==> src/rtl/dac_code_pkg.sv <==
package dac_code_pkg;
    localparam int unsigned CODE_W = 5;
    localparam int unsigned BUS_W  = 8;
    localparam int unsigned NTAP   = 1 << CODE_W;

    typedef logic [CODE_W-1:0] code_t;

    typedef struct packed {
        code_t level;
    } smp_state_t;
endpackage

==> src/rtl/dac_sample_reg.sv <==
module dac_sample_reg
    import dac_code_pkg::*;
(
    input  logic  clk_i,
    input  logic  rst_i,
    input  logic  load_i,
    input  code_t level_i,
    output code_t level_o
);
    smp_state_t state_d, state_q;

    always_comb begin
        state_d = state_q;
        if (load_i) begin
            state_d.level = level_i;
        end
        if (rst_i) begin
            state_d.level = '0;
        end
    end

    always_ff @(posedge clk_i) begin
        state_q <= state_d;
    end

    assign level_o = state_q.level;

    AST_LOAD_ON_STROBE: assert property (@(posedge clk_i) disable iff (rst_i)
        (!$past(rst_i) && $past(load_i)) |-> (level_o == $past(level_i)))
        else $error("sample register missed a strobed load");

    AST_HOLD_NO_STROBE: assert property (@(posedge clk_i) disable iff (rst_i)
        (!$past(rst_i) && !$past(load_i)) |-> $stable(level_o))
        else $error("sample register changed without strobe");

    AST_RESET_CLEAR: assert property (@(posedge clk_i) disable iff (rst_i)
        $past(rst_i) |-> (level_o == '0))
        else $error("sample register not cleared by reset");
endmodule

==> src/rtl/dac_code_select.sv <==
module dac_code_select
    import dac_code_pkg::*;
(
    input  logic             tst1_i,
    input  logic             vref_i,
    input  logic             start_i,
    input  logic [BUS_W-1:0] bus_i,
    input  code_t            held_i,
    output logic             test_mode_o,
    output code_t            level_o,
    output code_t            code_n_o
);
    logic  test_mode;
    code_t chosen;

    always_comb begin
        test_mode = tst1_i && !vref_i && !start_i;
        chosen    = test_mode ? bus_i[CODE_W-1:0] : held_i;
    end

    assign test_mode_o = test_mode;
    assign level_o     = chosen;
    assign code_n_o    = ~chosen;
endmodule

==> src/rtl/dac_tap_decoder.sv <==
module dac_tap_decoder
    import dac_code_pkg::*;
(
    input  code_t             level_i,
    output logic [NTAP-1:0]   tap_o
);
    for (genvar t = 0; t < NTAP; t++) begin : g_tap
        assign tap_o[t] = (level_i == code_t'(t));
    end
endmodule

==> src/rtl/dac_code_path.sv <==
module dac_code_path
    import dac_code_pkg::*;
(
    input  logic        clk_i,
    input  logic        rst_i,
    input  logic [4:0]  sample_i,
    input  logic        sample_stb_i,
    input  logic [7:0]  data_bus_i,
    input  logic        tst1_i,
    input  logic        vref_i,
    input  logic        start_i,
    output logic [4:0]  dac_code_n_o,
    output logic [31:0] tap_en_o
);
    code_t held_level;
    code_t sel_level;
    logic  test_mode;

    dac_sample_reg u_sreg (
        .clk_i   (clk_i),
        .rst_i   (rst_i),
        .load_i  (sample_stb_i),
        .level_i (sample_i),
        .level_o (held_level)
    );

    dac_code_select u_sel (
        .tst1_i      (tst1_i),
        .vref_i      (vref_i),
        .start_i     (start_i),
        .bus_i       (data_bus_i),
        .held_i      (held_level),
        .test_mode_o (test_mode),
        .level_o     (sel_level),
        .code_n_o    (dac_code_n_o)
    );

    dac_tap_decoder u_dec (
        .level_i (sel_level),
        .tap_o   (tap_en_o)
    );

    AST_TAP_ONEHOT: assert property (@(posedge clk_i) disable iff (rst_i)
        $countones(tap_en_o) == 1)
        else $error("tap enables not one-hot");

    AST_TAP_MATCHES_CODE: assert property (@(posedge clk_i) disable iff (rst_i)
        tap_en_o[~dac_code_n_o])
        else $error("tap enable does not match code");

    AST_TEST_DIRECT: assert property (@(posedge clk_i) disable iff (rst_i)
        (tst1_i && !vref_i && !start_i) |-> (dac_code_n_o == ~data_bus_i[4:0]))
        else $error("test mode code does not follow bus");

    AST_UPPER_BUS_IGNORED: assert property (@(posedge clk_i) disable iff (rst_i)
        (test_mode && $past(test_mode) && !$past(rst_i)
         && (data_bus_i[4:0] == $past(data_bus_i[4:0]))
         && (data_bus_i[7:5] != $past(data_bus_i[7:5]))) |-> $stable(dac_code_n_o))
        else $error("upper bus bits changed the code");

    AST_NORMAL_FROM_REG: assert property (@(posedge clk_i) disable iff (rst_i)
        !(tst1_i && !vref_i && !start_i) |-> (dac_code_n_o == ~held_level))
        else $error("normal mode code not taken from register");

    AST_LEAVE_TEST: assert property (@(posedge clk_i) disable iff (rst_i)
        ($fell(test_mode) && !$past(rst_i) && !$past(sample_stb_i))
        |-> (dac_code_n_o == ~$past(held_level)))
        else $error("code did not return to register on test exit");
endmodule

==> config.mk <==
export PLATFORM = sky130hd
export DESIGN_NAME = dac_code_path
export DESIGN_NICKNAME = d
export VERILOG_FILES = /design/src/rtl/dac_code_pkg.sv /design/src/rtl/dac_sample_reg.sv /design/src/rtl/dac_code_select.sv /design/src/rtl/dac_tap_decoder.sv /design/src/rtl/dac_code_path.sv
export SDC_FILE = /design/constraint.sdc
export NUM_CORES = 1
export LEC_CHECK = 0
export BUFFER_PORTS_ARGS = -buffer_cell sky130_fd_sc_hd__buf_2
export CELL_PAD_IN_SITES_DETAIL_PLACEMENT = 0
export CELL_PAD_IN_SITES_GLOBAL_PLACEMENT = 2
export CORE_MARGIN = 1
export CORE_UTILIZATION = 20
export CTS_BUF_LIST = sky130_fd_sc_hd__clkbuf_2
export CTS_CLUSTER_DIAMETER = 50
export DETAILED_ROUTE_END_ITERATION = 16
export GPL_ROUTABILITY_DRIVEN = 0
export GPL_TIMING_DRIVEN = 0
export PLACE_DENSITY = 0.89
export SYNTH_ARGS = -nofsm -noshare
export SYNTH_HDL_FRONTEND = slang
export SYNTH_SLANG_ARGS = --single-unit
export TNS_END_PERCENT = 1
==> constraint.sdc <==
create_clock -name clk_i -period 5.75 [get_ports clk_i]
set_clock_uncertainty 0.15 [all_clocks]
set_input_delay 1.15 -clock clk_i [delete_from_list [all_inputs] [get_ports clk_i]]
set_output_delay 1.15 -clock clk_i [all_outputs]
set_load 0.03 [all_outputs]
# After elaboration in Yosys (flattened, before gate mapping)
# Cells that the tools add are included.
# totals
inputBits,19
elab_cells,39
output_inout_bits,37
register_bits,5
# classes
reduce_logical,5
bitwise,1
n_eq_ne,31
mux,1
# ops
operator,count
"== test 5 bit, second input constant",16
"== test 5 x 4 -> 1 bit, second input constant",8
"== test 5 x 3 -> 1 bit, second input constant",4
"== test 5 x 2 -> 1 bit, second input constant",2
"== test 5 x 1 -> 1 bit, second input constant",1
logical NOT 5 bit,1
2-to-1 mux 5 bit,1
NOT 5 bit,1
logical AND 1 bit,2
logical NOT 1 bit,2

# Longest topological paths before layout
# depth
depth_word,5
depth_mapped,4
mapped_depth_nobuf,3

# Modules after synthesis
# From an unflattened synthesis, not the netlist that was laid out.
# unflattened
cells_unflattened,75
area_unflattened_um2,546.8
# by_module_without_submodules
mod,seq_area_each_um2,cells_each,area_per_inst_um2,instances
dac_tap_decoder,0.0,47,221.5,1
dac_sample_reg,100.1,16,180.2,1
dac_code_select,0.0,12,145.1,1

# Worst setup path before layout
# Ideal clock, no wire load.
# synth_path
path_type,input to output
from,input start_i
to,output tap_en_o[18]
t_arrival_ns,2.681
required_ns,4.450
path_slack_ns,1.769
cell_stages,4
n_path_buf,1
cell_sequence,or3b_1 -> buf_6 -> or4b_4 -> o22ai_1
# synth_between
elab_chain_len,4
# synth_rtl
item,line_no,rtl
from (decl),dac_code_path.sv:11,"input logic start_i,"
logical NOT 1 bit,dac_code_select.sv:17,test_mode = tst1_i && !vref_i && !start_i;
logical AND 1 bit,dac_code_select.sv:17,
2-to-1 mux 5 bit,dac_code_select.sv:18,chosen = test_mode ? bus_i[CODE_W-1:0] : held_i;
== test 5 bit,dac_tap_decoder.sv:8,assign tap_o[t] = (level_i == code_t'(t));
to (decl),dac_code_path.sv:13,output logic [31:0] tap_en_o
# Every way passes these cells.

# Final worst setup path
# layout_path
from,input start_i
to,output tap_en_o[3]
# layout_between
elab_chain_len,4
# layout_rtl
item,line_no
logical NOT 1 bit,dac_code_select.sv:17
logical AND 1 bit,dac_code_select.sv:17
2-to-1 mux 5 bit,dac_code_select.sv:18
== test 5 x 2 -> 1 bit,dac_tap_decoder.sv:8
# Every way passes these cells.

==> results by group <==
Place
  – Number of port buffers: 51
  – DPL Wire Length: 2030 um
  – Pre-CTS WS: 1.75 ns

Floorplan
  – Die width: 61.3 um
  – CORE AREA: 3360 um^2
  – Die area: 3760 um^2
  – Cell Rows: 21
  – Starting Density: 0.209
  – Chip Height: 61.3 um
  – I/O pin count: 56

STA
  – Hold Vio Cnt, Final: 0
  – Final WS setup: 1.73 ns
  – Max-slew headroom: 0.714
  – Max Clock Freq: 249 MHz
  – Tmin final: 4.02 ns
  – Setup TNS: 0 ns
  – Final setup viols: 0
  – Fin. max-slew vios: 0
  – Period utilisation layout: 0.699
  – Least-Margin Pin Slew: 0.429 ns
  – RSZ-0062 raised after global routing: false

Yosys
  – Synth top area share: 0.284
  – Synthesis-stage register bit count: 5
  – Yosys warnings: 0
  – Synth area leader: o22ai_1
  – Ranking of synthesized cells by area: o22ai_1, dfxtp_1, mux2i_1
  – Post-synthesis cell type count: 19
  – Sequential-to-total area share from yosys stat: 0.142
  – Cells after Synth: 100
  – Syn avg cell area: 7.04 um^2
  – Synthesized area: 704 um^2
  – Syn Nets: 119

Power
  – Leak: 0.463 nW
  – Max IR drop VDD: 0.0839 mV
  – Power Dens Cells: 131 nW/um^2

Critical path
  – Internal reg-to-reg setup slack: 4.67 ns
  – Critical path endpoint category: output pin
  – Crit-path max FO: 9
  – Reg2reg start: u_sreg.level_o[0]
  – Crit path max-delay cell type: or4b_4
  – CP Launch Type: input pin
  – Worst EP arrival: 2.72 ns
  – Crit-path cells: buf_2 -> or3b_1 -> buf_6 -> or4b_4 -> o22ai_1 -> buf_2
  – CP Buf/Inv Count: 3
  – CP top delay family: simple AND/OR/NAND/NOR gates
  – Worst Setup SP: start_i
  – Critical path data required time: 4.45 ns
  – CP max stage delay: 0.51 ns
  – Critical path type: input pin to output pin
  – Most Frequent Cell on Critical Path: buf_2

GRT
  – Number of global-route vias before repair: 913
  – First-pass GRT wire length: 4000 um
  – Largest net degree at the start of global routing: 11
  – Initial antenna violation count: 0
  – GRT Util Overall: 0.138
  – Grt ovf: 0

Clock network
  – Post-CTS setup buffers: 0
  – CTS tree: yes
  – Clock sinks: 5
  – CTS Hold Bufs: 0
  – CTS Buf Count: 3
  – H-Tree Depth: 1
  – Post_cts resized: 0
  – Clk buf depth: 2
  – Clk_lat worst skew: 0.21 ns
  – CTS root buf: clkbuf_2
  – CTS clk-pin slew, worst paths: 0.06 ns

Detailed routing
  – First DRT Iteration DRCs: 55
  – Wirelength per Cell: 13.3 um
  – Final WL: 2680 um
  – Vias: 1082
  – Vias per std cell: 5.38
  – # DRC: 0
  – Post-route ant nets: 0
  – Initial DRT Pass Iterations: 4

Run
  – Max cap viols: 0

Layout
  – Final nets: 175
  – Commonest non-fill, non-tap cell in the layout: buf_2
  – Max FFs per register: 5
  – Layout area overhead: 47.2%
  – Most frequent cells in the layout: buf_2, o22ai_1, mux2i_1, nor2_1, nand2b_1
  – Final core occ: 0.308
  – ANT cells: 0
  – Layout cells sized above 1: 0.400

Run status
  – Status: finished clean

Worst hold path
  – Worst min path class: flip-flop to flip-flop
  – Hold path start: u_sreg.level_o[1]
-- cell type report --
cell class | instances | area (um^2)
Buffer | 8 | 38.8
Clock buffer | 4 | 20.0
Fill cell | 408 | 2330
Multi-Input combinational cell | 87 | 566
Sequential cell | 5 | 100
Tap cell | 46 | 57.6
Timing Repair Buffer | 51 | 255
-- cells by family after synthesis --
group,after synthesis,share of synthesized area
simple gates,45,0.377
compound gates,32,0.284
mux,10,0.142
buf+inv,8,0.0551
flops,5,0.142
-- per-layer routing --
metal  routed length (um)  part of all wire  vias up  track usage
met5                    0                 0        -            0
met4                    0                 0        0       0.0381
met3                  202             0.075        0       0.0147
met2                 1340              0.50       57        0.225
met1                 1130              0.42      517        0.193
li1                     -                 -      508            -
-- where the power goes --
group	leakage, nW	total, W	switching (W)	internal, W
Sequential	0.0413	0.0000371	0.000000418	0.0000367
Combinational	0.405	0.0000666	0.0000446	0.0000220
Clock	0.0166	0.0000322	0.0000137	0.0000184
-- tightest hold or removal path: stages (launching register included) --
cell,delay (ns)
dfxtp_1,0.29
clkbuf_1,0.20
mux2i_1,0.17
nor2_1,0.05
-- through the flow --
step                hold slack (ns)  total power (W)  instances  area (um^2)
finish                        0.599         0.000136        201         1040
global route                  0.670         0.000145        201         1040
CTS                           0.604         0.000137        201         1040
detailed placement            0.588         0.000104        197         1020
global placement              0.572         0.000103        197         1020
floorplan                     0.500        0.0000824        100          704
-- Yosys cell counts --
cell type  count
buf_2          1
buf_6          1
clkbuf_1       6
dfxtp_1        5
mux2i_1       10
nand2_1        5
nand2b_1       8
nand3_1        6
nand3b_1       2
nand4_1        2
nand4b_1       4
nor2_1         9
nor2b_1        1
nor3b_1        1
nor4b_1        1
o22ai_1       32
or2_2          4
or3b_1         1
or4b_4         1
-- worst paths after layout --
check	to	depth (start not counted)
max	tap_en_o[3]	6
min	u_sreg.level_o[1]	3
max reg2reg	u_sreg.level_o[0]	3
min reg2reg	u_sreg.level_o[1]	3
Note: power is estimated with default switching activity, not from simulation.
